$ cat src/rtl/spk_pkg.sv
// Package: field widths and marker value of the 512-bit spike report word.
// Assumes: slot layout of pad/valid/neuron/sub-timestep packed MSB to LSB.
package spk_pkg;
    localparam int          TAG_W     = 16;
    localparam int          CNTF_W    = 16;
    localparam int          SLOT_W    = 32;
    localparam logic [15:0] TAG_VALUE = 16'hEEEE;
endpackage

$ cat src/rtl/spk_slot_buf.sv
// Slot buffer: holds the events accepted for the word under construction
// and presents a merged view that includes the event accepted this cycle.
// Assumes: clear and acc may coincide; clear then wins for the fill count.
module spk_slot_buf #(
    parameter int NUM_SLOTS = 14,
    parameter int NRN_W     = 17,
    parameter int SUB_W     = 6,
    parameter int TS_W      = 32,
    parameter int CNT_W     = 4
) (
    input  logic                            clk,
    input  logic                            rst_n,
    input  logic                            acc,
    input  logic                            clear,
    input  logic [NRN_W-1:0]                in_nrn,
    input  logic [SUB_W-1:0]                in_sub,
    input  logic [TS_W-1:0]                 ts_in,
    output logic [CNT_W-1:0]                cnt,
    output logic [CNT_W-1:0]                m_cnt,
    output logic [NUM_SLOTS-1:0][NRN_W-1:0] m_nrn,
    output logic [NUM_SLOTS-1:0][SUB_W-1:0] m_sub,
    output logic [TS_W-1:0]                 m_ts
);
    logic [TS_W-1:0] ts_q;

    // Fill counter: restart on clear, advance on each accepted event.
    always_ff @(posedge clk) begin
        if (!rst_n)     cnt <= '0;
        else if (clear) cnt <= '0;
        else if (acc)   cnt <= cnt + 1'b1;
    end

    // Timestep latch: capture the counter when a word's first event arrives.
    always_ff @(posedge clk) begin
        if (!rst_n)                 ts_q <= '0;
        else if (acc && cnt == '0)  ts_q <= ts_in;
    end

    // Merged view: this cycle's event counts and the counter passes through when empty.
    always_comb begin
        m_cnt = cnt + CNT_W'(acc);
        m_ts  = (cnt == '0) ? ts_in : ts_q;
    end

    for (genvar i = 0; i < NUM_SLOTS; i++) begin : g_slot
        logic [NRN_W-1:0] nrn_q;
        logic [SUB_W-1:0] sub_q;
        logic             hit;

        assign hit = acc && (cnt == CNT_W'(i));

        // Slot storage: write the event into the slot the counter points at.
        always_ff @(posedge clk) begin
            if (!rst_n) begin
                nrn_q <= '0;
                sub_q <= '0;
            end else if (hit) begin
                nrn_q <= in_nrn;
                sub_q <= in_sub;
            end
        end

        // Slot view: bypass the incoming event into its slot.
        always_comb begin
            m_nrn[i] = hit ? in_nrn : nrn_q;
            m_sub[i] = hit ? in_sub : sub_q;
        end
    end


    buf_bound_chk: assert property (@(posedge clk) disable iff (!rst_n)
        cnt < CNT_W'(NUM_SLOTS));
endmodule

$ cat src/rtl/spk_frame_build.sv
// Frame builder: combinational packing of the merged slot view into the
// report word (marker, count, slots with the first event highest, timestep).
// Assumes: m_cnt never exceeds NUM_SLOTS.
module spk_frame_build
    import spk_pkg::*;
#(
    parameter int NUM_SLOTS = 14,
    parameter int NRN_W     = 17,
    parameter int SUB_W     = 6,
    parameter int TS_W      = 32,
    parameter int CNT_W     = 4,
    parameter int WORD_W    = 512
) (
    input  logic [CNT_W-1:0]                m_cnt,
    input  logic [NUM_SLOTS-1:0][NRN_W-1:0] m_nrn,
    input  logic [NUM_SLOTS-1:0][SUB_W-1:0] m_sub,
    input  logic [TS_W-1:0]                 m_ts,
    output logic [WORD_W-1:0]               frame
);
    localparam int PAD_W  = SLOT_W - 1 - NRN_W - SUB_W;
    localparam int CNT_LO = WORD_W - TAG_W - CNTF_W;

    // Header and trailer fields.
    assign frame[WORD_W-1 -: TAG_W]  = TAG_VALUE;
    assign frame[CNT_LO +: CNTF_W]   = CNTF_W'(m_cnt);
    assign frame[TS_W-1:0]           = m_ts;

    for (genvar i = 0; i < NUM_SLOTS; i++) begin : g_pack
        localparam int LSB = TS_W + (NUM_SLOTS - 1 - i) * SLOT_W;
        // Slot word: flagged event when occupied, zeros otherwise.
        assign frame[LSB +: SLOT_W] = (CNT_W'(i) < m_cnt)
            ? {{PAD_W{1'b0}}, 1'b1, m_nrn[i], m_sub[i]}
            : '0;
    end
endmodule

$ cat src/rtl/spk_emit_ctrl.sv
// Emit control: decides when a word leaves and holds it in the output
// register until the consumer takes it; frees input ready accordingly.
// Assumes: frame reflects the merged view of the current cycle.
module spk_emit_ctrl
    import spk_pkg::*;
#(
    parameter int NUM_SLOTS = 14,
    parameter int CNT_W     = 4,
    parameter int WORD_W    = 512
) (
    input  logic              clk,
    input  logic              rst_n,
    input  logic [CNT_W-1:0]  m_cnt,
    input  logic              ts_end,
    input  logic [WORD_W-1:0] frame,
    input  logic              out_ready,
    output logic              out_valid,
    output logic [WORD_W-1:0] out_data,
    output logic              out_free,
    output logic              emit
);
    localparam int CNT_LO = WORD_W - TAG_W - CNTF_W;

    // Emit decision: full word, or strobe with something to send, and room.
    always_comb begin
        out_free = !out_valid || out_ready;
        emit     = out_free && ((m_cnt == CNT_W'(NUM_SLOTS)) ||
                                (ts_end && m_cnt != '0));
    end

    // Output valid: set on emit, drop when taken without a replacement.
    always_ff @(posedge clk) begin
        if (!rst_n)         out_valid <= 1'b0;
        else if (emit)      out_valid <= 1'b1;
        else if (out_ready) out_valid <= 1'b0;
    end

    // Output word register: load only on emit.
    always_ff @(posedge clk) begin
        if (!rst_n)    out_data <= '0;
        else if (emit) out_data <= frame;
    end


    stall_hold_chk: assert property (@(posedge clk) disable iff (!rst_n)
        out_valid && !out_ready |=> out_valid && $stable(out_data));

    nonzero_cnt_chk: assert property (@(posedge clk) disable iff (!rst_n)
        out_valid |-> (out_data[CNT_LO +: CNTF_W] != '0) &&
                      (out_data[CNT_LO +: CNTF_W] <= CNTF_W'(NUM_SLOTS)));

    tag_chk: assert property (@(posedge clk) disable iff (!rst_n)
        out_valid |-> out_data[WORD_W-1 -: TAG_W] == TAG_VALUE);
endmodule

$ cat src/rtl/spike_report_packer.sv
// Top: spike report packet assembler. Accepts events, buffers up to
// NUM_SLOTS-1 of them, and emits a report word when full or at timestep end.
// Assumes: ts_end is a one-cycle strobe; ts_count is stable per timestep.
module spike_report_packer
    import spk_pkg::*;
#(
    parameter int  NUM_SLOTS = 14,
    parameter int  NRN_W     = 17,
    parameter int  SUB_W     = 6,
    parameter int  TS_W      = 32,
    localparam int CNT_W     = $clog2(NUM_SLOTS + 1),
    localparam int WORD_W    = TAG_W + CNTF_W + NUM_SLOTS * SLOT_W + TS_W
) (
    input  logic              clk,
    input  logic              rst_n,
    input  logic              in_valid,
    output logic              in_ready,
    input  logic [NRN_W-1:0]  in_neuron,
    input  logic [SUB_W-1:0]  in_subts,
    input  logic [TS_W-1:0]   ts_count,
    input  logic              ts_end,
    output logic              out_valid,
    input  logic              out_ready,
    output logic [WORD_W-1:0] out_data
);
    logic                            acc;
    logic                            emit;
    logic                            out_free;
    logic [CNT_W-1:0]                cnt;
    logic [CNT_W-1:0]                m_cnt;
    logic [NUM_SLOTS-1:0][NRN_W-1:0] m_nrn;
    logic [NUM_SLOTS-1:0][SUB_W-1:0] m_sub;
    logic [TS_W-1:0]                 m_ts;
    logic [WORD_W-1:0]               frame;

    // Input handshake: take events only when the output register has room.
    always_comb begin
        in_ready = out_free;
        acc      = in_valid && in_ready;
    end

    spk_slot_buf #(
        .NUM_SLOTS(NUM_SLOTS), .NRN_W(NRN_W), .SUB_W(SUB_W),
        .TS_W(TS_W), .CNT_W(CNT_W)
    ) i_buf (
        .clk(clk), .rst_n(rst_n), .acc(acc), .clear(emit),
        .in_nrn(in_neuron), .in_sub(in_subts), .ts_in(ts_count),
        .cnt(cnt), .m_cnt(m_cnt), .m_nrn(m_nrn), .m_sub(m_sub), .m_ts(m_ts)
    );

    spk_frame_build #(
        .NUM_SLOTS(NUM_SLOTS), .NRN_W(NRN_W), .SUB_W(SUB_W),
        .TS_W(TS_W), .CNT_W(CNT_W), .WORD_W(WORD_W)
    ) i_build (
        .m_cnt(m_cnt), .m_nrn(m_nrn), .m_sub(m_sub), .m_ts(m_ts), .frame(frame)
    );

    spk_emit_ctrl #(
        .NUM_SLOTS(NUM_SLOTS), .CNT_W(CNT_W), .WORD_W(WORD_W)
    ) i_emit (
        .clk(clk), .rst_n(rst_n), .m_cnt(m_cnt), .ts_end(ts_end),
        .frame(frame), .out_ready(out_ready), .out_valid(out_valid),
        .out_data(out_data), .out_free(out_free), .emit(emit)
    );


    stall_block_chk: assert property (@(posedge clk) disable iff (!rst_n)
        out_valid && !out_ready |-> !in_ready);

    stall_empty_chk: assert property (@(posedge clk) disable iff (!rst_n)
        out_valid && !out_ready |-> cnt == '0);

    full_emit_chk: assert property (@(posedge clk) disable iff (!rst_n)
        acc && cnt == CNT_W'(NUM_SLOTS - 1) |=> out_valid);
endmodule

$ cat config.mk
export PLATFORM = sky130hd
export DESIGN_NAME = spike_report_packer
export DESIGN_NICKNAME = d
export VERILOG_FILES = /design/src/rtl/spk_pkg.sv /design/src/rtl/spk_slot_buf.sv /design/src/rtl/spk_frame_build.sv /design/src/rtl/spk_emit_ctrl.sv /design/src/rtl/spike_report_packer.sv
export SDC_FILE = /design/constraint.sdc
export NUM_CORES = 1
export LEC_CHECK = 0
export BUFFER_PORTS_ARGS = -buffer_cell sky130_fd_sc_hd__buf_2
export CAP_MARGIN = 20
export CORE_AREA = 2 2 342 344
export CTS_CLUSTER_DIAMETER = 200
export CTS_CLUSTER_SIZE = 8
export DETAILED_ROUTE_END_ITERATION = 12
export DIE_AREA = 0 0 344 346
export SYNTH_ARGS = -nofsm -noshare
export SYNTH_HDL_FRONTEND = slang
export SYNTH_SLANG_ARGS = --single-unit
export TNS_END_PERCENT = 20
$ cat constraint.sdc
create_clock -name clk -period 5.5 [get_ports clk]
set_input_delay 0 -clock clk [delete_from_list [all_inputs] [get_ports clk]]
set_output_delay 0 -clock clk [all_outputs]
set_load 0.03 [all_outputs]
# == After elaboration in Yosys (flattened, before gate mapping) ==
# Cells that the tools add are included.
# op_classes
add_sub_neg,2
n_lt_le_gt_ge,14
n_eq_ne,14
mux,45
n_bitwise,1
reduce_logical,24
# op_table
op,n
$mux 24,14
$mux 17,14
$mux 6,14
$mux 32,1
$eq 4x4->1 const B,7
$lt 4x4->1 const A,6
$logic_and 1x1->1,17
$eq 4x3->1 const B,4
$lt 3x4->1 const A,4
$eq 4x2->1 const B,2
$lt 1x4->1 const A,2
$lt 2x4->1 const A,2
$add 4x1->4,1
$add 4x1->4 const B,1
$eq 4x1->1 const B,1
$logic_not 4->1,1
$reduce_bool 4->1,1
$logic_or 1x1->1,2
$mux 1,2
$reduce_bool 2->1,1
$reduce_or 2->1,1
$logic_not 1->1,1
$not 1->1,1
# totals
reg_bits,844
inputBits,60
out_inout_bits,514
wordCells,132

# == Longest topological paths before layout ==
# Gate-level depths: netlist of the first run.
# logic_depth
word_depth,9
mapped_depth,16
depth_no_buf,10

# == Hierarchy ==
# Synthesis of the first run repeated with hierarchy kept, for this count alone.
# hier_totals
hier_cells,4484
area_unflattened_um2,42431.9
# by_module_without_submodules
mod,n_inst,cells_per_inst,area_each_um2,seq_area_each_um2
spk_emit_ctrl,1,2230,20389.6,10269.8
spk_slot_buf,1,1687,18287.5,7166.9
spk_frame_build,1,566,3748.6,0.0
spike_report_packer,1,1,6.3,0.0

# == Worst setup path before layout of the first run ==
# No wires, ideal clock.
# synth_timing
kind,reg-to-reg
startpoint,register i_emit.out_valid
endpoint,register i_emit.out_data[466]
setup_ns,0.121
t_arrival_ns,3.067
t_required_ns,5.379
setup_slack_ns,2.313
path_stages_with_launch,15
n_path_buf,4
synth_period_minus_slack_ns,3.187
path_cell_list,dfxtp_1 -> and2b_1 -> inv_1 -> and2_1 -> clkbuf_1 -> ha_1 -> ha_1 -> buf_4 -> inv_2 -> nor4_4 -> a211oi_4 -> buf_6 -> a21oi_4 -> buf_4 -> mux2_2
# synth_via
elab_chain_len,8
elab_cells_between_ends,13
classes_between,add/sub (1); order compare (1); eq/ne (1); mux (2); reduce/logical (8)
# synth_lines
element,line_no,text
"start, declared",spk_emit_ctrl.sv:17,"output logic out_valid,"
"start signal, assigned",spk_emit_ctrl.sv:33,if (!rst_n) out_valid <= 1'b0;
"start signal, assigned",spk_emit_ctrl.sv:34,else if (emit) out_valid <= 1'b1;
"start signal, assigned",spk_emit_ctrl.sv:35,else if (out_ready) out_valid <= 1'b0;
$logic_not 1->1 (*),spk_emit_ctrl.sv:26,out_free = !out_valid || out_ready;
$logic_or 1x1->1 (*),spk_emit_ctrl.sv:26,
"parallel branches: the longest is 6 deep, another holds $add 4x1->4",--,
"end signal, assigned",spk_emit_ctrl.sv:41,else if (emit) out_data <= frame;
"end, declared",spk_emit_ctrl.sv:18,"output logic [WORD_W-1:0] out_data,"
# Every way passes the cells marked *.
# A chain may end at the register's enable or synchronous reset.

# == Final worst setup path of the first run ==
# layout_timing
startpoint,register i_emit.out_valid
endpoint,register i_emit.out_data[230]
# layout_via
elab_chain_len,8
elab_cells_between_ends,13
classes_between,add/sub (1); order compare (1); eq/ne (1); mux (2); reduce/logical (8)
# layout_lines
element,line_no
$logic_not 1->1 (*),spk_emit_ctrl.sv:26
$logic_or 1x1->1 (*),spk_emit_ctrl.sv:26
"parallel branches: the longest is 6 deep, another holds $add 4x1->4",--
# Marked as above.

==> results of run 1 <==
## metal layers
| metal | vias to the layer above | routed length (um) | global-route usage |
|---|---|---|---|
| li1 | 11200 | - | - |
| met1 | 11600 | 46200 | 0.225 |
| met2 | 942 | 51100 | 0.285 |
| met3 | 157 | 7720 | 0.0397 |
| met4 | 2 | 3080 | 0.0626 |
| met5 | - | 13 | 0 |
## what timing repair did
action,CTS,global route
hold endpoints to repair,285,0
hold buffers,56,0
setup endpoints to repair,0,0
## cells by family (layout without fill, tap and decap cells)
family,Yosys count,after routing,synth area share
xor+xnor,6,6,0.00275
compound gates,760,760,0.176
fa+ha+maj,6,6,0.00262
simple gates,962,962,0.146
other cells,1,128,0.000131
buf+inv,463,685,0.0909
flops,731,731,0.511
mux,199,199,0.0705
## through the flow
stage / total power, mW / setup WS (ns) / hold WS (ns) / utilization
2_1_floorplan: 6.72 / 2.31 / 0.136 / -
3_3_place_gp: 7.05 / 1.31 / 0.252 / 0.272
3_5_place_dp: 7.06 / 1.22 / 0.257 / 0.272
4_1_cts: 12.8 / 1.15 / 0.00542 / 0.301
5_1_grt: 13.1 / 0.819 / 0.0163 / 0.301
6_report: 12.6 / 1.13 / 0.0583 / 0.301
## layout make-up
cell class | count | area, um2 | share of cell area
well taps | 1524 | 1910 | 0.0549
inverters | 9 | 46.3 | 0.00133
clock buffers | 102 | 2550 | 0.0735
multi-input cells | 2061 | 12000 | 0.346
flip-flops and latches | 731 | 14600 | 0.421
clock inverters | 7 | 178 | 0.00511
repair buffers | 567 | 3410 | 0.0982
## state kept, by name, indices dropped and copies added (netlist names)
| register | count |
|---|---|
| i_buf.ts_q | 32 |
| i_buf.g_slot.sub_q | 84 |
| i_buf.g_slot.nrn_q | 238 |
| i_emit.out_valid | 1 |
| i_buf.cnt | 4 |
| i_emit.out_data | 372 |
## placed cells by master, fill, tap and decap left out, types with 3 or more instances in the layout
cell / synthesis / layout
nand2b_1: 4 / 3
buf_12: 11 / 7
nor2_1: 12 / 8
o2bb2ai_1: 7 / 7
clkbuf_16: 0 / 102
inv_1: 7 / 6
mux2i_1: 176 / 176
nand4_1: 139 / 139
a211oi_1: 69 / 69
and2_2: 1 / 3
and2_1: 28 / 26
a211oi_4: 2 / 3
buf_4: 150 / 56
ha_1: 6 / 6
nand2_1: 743 / 741
conb_1: 1 / 128
a21oi_1: 363 / 359
a22o_1: 161 / 161
o31ai_1: 139 / 139
a21oi_2: 1 / 3
nand2_2: 1 / 3
dfxtp_1: 731 / 731
dlygate4sd3_1: 0 / 56
buf_2: 60 / 444
a21oi_4: 1 / 3
clkinv_16: 0 / 5
nand3_1: 6 / 6
mux2_2: 23 / 23
nor3_1: 5 / 4
nor3_2: 6 / 6
## worst paths after layout
check	slack, ns	endpoint	cells past startpoint	start
worst min register to register	0.45	i_buf.ts_q[8]$_SDFFE_PN0P_	2	i_buf.ts_q[8]$_SDFFE_PN0P_
worst max register to register	1.13	i_emit.out_data[230]$_SDFFE_PN0P_	12	i_emit.out_valid$_SDFFE_PN0P_
worst min-delay path	0.06	i_buf.g_slot[5].nrn_q[9]$_SDFF_PN0_	3	in_neuron[9]
worst max-delay path	1.13	i_emit.out_data[230]$_SDFFE_PN0P_	12	i_emit.out_valid$_SDFFE_PN0P_
## power by group through the flow
| stage | combinational, mW | sequential [mW] | clock, mW |
|---|---|---|---|
| 6_report | 1.51 | 5.48 | 5.62 |
| 3_3_place_gp | 1.47 | 5.58 | 0 |
| 3_5_place_dp | 1.48 | 5.58 | 0 |
| 4_1_cts | 1.52 | 5.48 | 5.77 |
| 5_1_grt | 1.60 | 5.49 | 5.99 |
| 2_1_floorplan | 1.02 | 5.70 | 0 |
## worst register-to-register path: cells and delay by family (launching register included)
kind	cells	cell delay, ns
AOI/OAI and AO/OA	3	0.88
buffers and inverters	3	1.26
and+or+nand+nor	3	0.66
muxes	1	0.39
DFF	1	0.31
adders and majority gates	2	0.75
==> flow_summary.yaml, run 1 <==
critical_path:
  crit_buf_inv: 3
  critical_path_required_ns: 6.08
  worstSetupEndpointType: "register"
  cp_top_family: "buffers and inverters"
  critPathSlowestCell: "a21o_4"
  start_kind: "register"
  critical_path.most_common_cell: "ha_1"
  slowest_delay_ns: 0.47
  critPathKind: "reg2reg"
  critical_path_arrival_ns: 4.95
  cp_max_fo: 76
  cp_cell_sequence: "and2b_4 -> inv_6 -> and2_1 -> ha_1 -> ha_1 -> or2_1 -> o21ai_2 -> a211oi_4 -> buf_4 -> a21o_4 -> buf_12 -> mux2i_1"
yosys:
  yosysTopAreaCell: "dfxtp_1"
  ys_ff_latch: 731
  synth_edf_count: 0
  ys_top_cells_by_area: "dfxtp_1 (51%), nand2_1 (9.7%), a21oi_1 (6.3%), mux2i_1 (6.2%), a22o_1 (4.9%)"
  synth_cell_types: 60
  synth_flop_cell: "dfxtp_1"
  syn_area_mm2: 0.0286
  ys_seq_area_frac: 0.511
  synth_top_cell_area_share: 0.511
  avgSynthCellArea_um2: 9.16
  async_reset_ff_frac: 0
  yosys_warnings: 0
  netlist_instances: 3128
  ys_top_cells_by_count: "nand2_1 (743), dfxtp_1 (731), a21oi_1 (363)"
  yosysMostFrequentCell: "nand2_1"
pwr:
  seqPwrFrac: 0.435
  leakage_nw: 13.5
  clockPowerShare: 0.446
  intPower_mw: 9.08
  ir_drop_mv: 0.235
  swShare: 0.280
  switchingPower_mw: 3.52
  power.density_mw_per_mm2: 363
  pwr-share-comb: 0.119
clocking:
  cts_buffers: 101
  cts_resized: 0
  cts_num_sinks: 731
  clk_latency_ns: 0.70
  clk_path_buf_depth: 3
  post_cts_buffers: 0
  htreeDepth: 3
  clk_pin_slew_worst_paths_ns: 0.05
  cts_tree: "done"
  root_buffer: "clkbuf_16"
cells_and_area:
  fin_cells: 5001
  design_area_mm2: 0.0347
  area_delta_synth_final_pct: 21.3
  fillers: 12000
  final_nets: 3537
  drive_gt1_frac: 0.198
  antenna_cells: 0
detailed_routing:
  drc: 0
  drt_iter0_markers: 1943
  firstDrtPassIters: 5
  routed_via_density: 4.79
  ant_nets: 0
  vias: 23900
  wl_um: 108000
  route.detailed.wl_per_inst_um: 21.6
floorplan:
  io_pins: 574
  coreArea_mm2: 0.115
  die_area_mm2: 0.119
  chipHeight_um: 346
  start_util: 0.248
  num_rows: 125
  die_x_um: 344
timing:
  period_share: 0.795
  finalCriticalPeriod_ns: 4.37
  finalHoldViolCount: 0
  fin_setup_tns_ns: 0
  setup_viol: 0
  finalClockSkew_ns: 0.0583
  max_slew_margin: 0.190
  slew_violations: 0
  rsz0062_at_grt: "false"
  tightestPinTransition_ns: 1.21
  max_freq_mhz: 229
placed_design:
  place_area_mm2: 0.0315
  dpl.hpwl_um: 65000
  dp.cells: 4836
  gp_congestion: 0.773
  io_buffers: 445
grt:
  grt_pass1_vias: 23000
  antenna_found_initial: 1
  grt_max_degree: 205
  grt_overflow: 0
  grt_pass1_wl_um: 156000
  grt_util_all_layers: 0.175
hold_path:
  holdCritPathClass: "in2reg"
outcome:
  outcome: "complete, no violations"
run:
  maxCapViolations: 0
Note: power is estimated with default switching activity, not from simulation.
==> inputs of run 2 (changes only) <==
==> constraint.sdc (replaced) <==
create_clock -name clk -period 4.15 [get_ports clk]
set_input_delay 0 -clock clk [delete_from_list [all_inputs] [get_ports clk]]
set_output_delay 0 -clock clk [all_outputs]
set_load 0.03 [all_outputs]
==> flow_summary.yaml, run 2 (synthesis results as in run 1) <==
outcome:
  outcome: "complete, no violations"
placed_design:
  io_buffers: 445
  place_area_mm2: 0.0314
  dpl.hpwl_um: 65200
  place_ws_ns: 0.820
  gp_congestion: 0.765
detailed_routing:
  routed_via_density: 4.80
  route.detailed.wl_per_inst_um: 21.6
  ant_nets: 0
  drc: 0
  vias: 24000
  drt_iter0_markers: 2017
  wl_um: 108000
  firstDrtPassIters: 5
cells_and_area:
  final_nets: 3535
  drive_gt1_frac: 0.197
  final_common_cell: "nand2_1"
  area_delta_synth_final_pct: 21.1
  design_area_mm2: 0.0347
  top_regs: "i_emit.out_data (372), i_buf.g_slot.nrn_q (238), i_buf.g_slot.sub_q (84)"
  seq_area_mm2: 0.0146
  final_cell_mix: "nand2_1 (741), dfxtp_1 (731), buf_2 (444)"
  top_register: "i_emit.out_data"
  largest_reg_flops: 372
  multiInputGateArea_mm2: 0.0120
  fillers: 12100
grt:
  grt_pass1_vias: 22900
  grt_util_all_layers: 0.173
  antenna_found_initial: 4
  grt_max_degree: 158
  grt_overflow: 0
  grt_pass1_wl_um: 155000
timing:
  tightestPinTransition_ns: 1.08
  slew_violations: 0
  finalClockSkew_ns: 0.0412
  setup_viol: 0
  fin_ws_ns: 0.723
  fin_setup_tns_ns: 0
  rsz0062_at_grt: "false"
  finalCriticalPeriod_ns: 3.43
  period_share: 0.826
  max_slew_margin: 0.280
  max_freq_mhz: 292
  finalHoldViolCount: 0
  whs_ns: 0.0409
floorplan:
  num_rows: 125
  io_pins: 574
  coreArea_mm2: 0.115
  die_area_mm2: 0.119
  die_x_um: 344
  chipHeight_um: 346
  start_util: 0.248
clocking:
  cts_tree: "done"
  cts_num_sinks: 731
  cts_resized: 0
  htreeDepth: 3
  cts_buffers: 101
  root_buffer: "clkbuf_16"
  clk_path_buf_depth: 3
  clk_pin_slew_worst_paths_ns: 0.05
  clk_latency_ns: 0.68
critical_path:
  r2r_start: "i_emit.out_valid$_SDFFE_PN0P_"
  reg2reg_setup_slack_ns: 0.72
  timing.rr.end: "i_emit.out_data[276]$_SDFFE_PN0P_"
  cp_max_fo: 83
  critical_path_required_ns: 4.74
  worstSetupEndpointType: "register"
  critical_path_arrival_ns: 4.01
  critPathKind: "reg2reg"
  worstRegToRegCells: 12
  start_kind: "register"
pwr:
  power.density_mw_per_mm2: 481
  leakage_nw: 13.5
  ir_drop_mv: 0.328
hold_path:
  hp-start: "in_neuron[6]"
  whs_path_depth: 3
  holdCritPathClass: "in2reg"
  hold_path_end: "i_buf.g_slot[0].nrn_q[6]$_SDFF_PN0_"
run:
  maxCapViolations: 0
run 2: cell count changes in the layout (fill, tap and decap cells not counted), sizes merged:
| cell | previous run | this run |
|---|---|---|
| diode | 0 | 1 |
| buf | 511 | 509 |
| inv | 10 | 11 |
| clkbuf | 102 | 101 |
run 2: cell type report:
class,instances,share of cell area
well taps,1524,0.0550
multi-input cells,2061,0.346
flip-flops and latches,731,0.422
diodes,1,0.0000721
inverters,9,0.00133
repair buffers,565,0.0977
clock buffers,101,0.0729
clock inverters,8,0.00538
run 2: how the worst max path moves through the flow:
stage / startpoint / end / slack [ns] / cells past startpoint
after floorplan: i_emit.out_valid$_SDFFE_PN0P_ / i_emit.out_data[466]$_SDFFE_PN0P_ / 0.96 / 14
final: i_emit.out_valid$_SDFFE_PN0P_ / i_emit.out_data[276]$_SDFFE_PN0P_ / 0.72 / 12
after global placement: i_emit.out_valid$_SDFFE_PN0P_ / i_emit.out_data[268]$_SDFFE_PN0P_ / 0.93 / 12
after global routing: i_emit.out_valid$_SDFFE_PN0P_ / i_emit.out_data[203]$_SDFFE_PN0P_ / 0.54 / 11
after detailed placement: i_emit.out_valid$_SDFFE_PN0P_ / i_emit.out_data[240]$_SDFFE_PN0P_ / 0.82 / 11
after CTS: i_emit.out_valid$_SDFFE_PN0P_ / i_emit.out_data[196]$_SDFFE_PN0P_ / 0.75 / 11
run 2: power breakdown:
part / leakage, nW / switching (mW) / internal (mW)
clock: 1.32 / 3.12 / 4.30
combinational: 6.25 / 1.47 / 0.517
sequential: 5.90 / 0.0773 / 7.19
total: 13.5 / 4.66 / 12.0
run 2: critical path, stage by stage, from the launching register on:
cell and delay [ns]:
dfxtp_1 0.31, and2b_4 0.19, inv_6 0.05, and2_1 0.21
ha_1 0.31, ha_1 0.45, inv_2 0.11, nor4_4 0.35
a211oi_4 0.14, a211oi_4 0.29, buf_12 0.24, buf_12 0.35
a22o_1 0.21
run 2: stage by stage:
| step | util | instances | total power, mW |
|---|---|---|---|
| 6_report | 0.300 | 5000 | 16.7 |
| 5_1_grt | 0.300 | 4999 | 17.3 |
| 4_1_cts | 0.300 | 4999 | 16.9 |
| 3_5_place_dp | 0.272 | 4834 | 9.35 |
| 3_3_place_gp | 0.272 | 4834 | 9.33 |
| 2_1_floorplan | - | 3255 | 8.91 |
run 2: timing repair:
item                      4_1_cts  5_1_grt
buffers inserted                0        0
hold buffers                   56        0
hold endpoints to repair      218        0
run 2: routing by layer:
metal	share of wire	track usage	routed length, um
met1	0.43	0.219	45900
met2	0.47	0.282	50600
met3	0.074	0.0469	8030
met4	0.031	0.0594	3350
met5	0	0	0
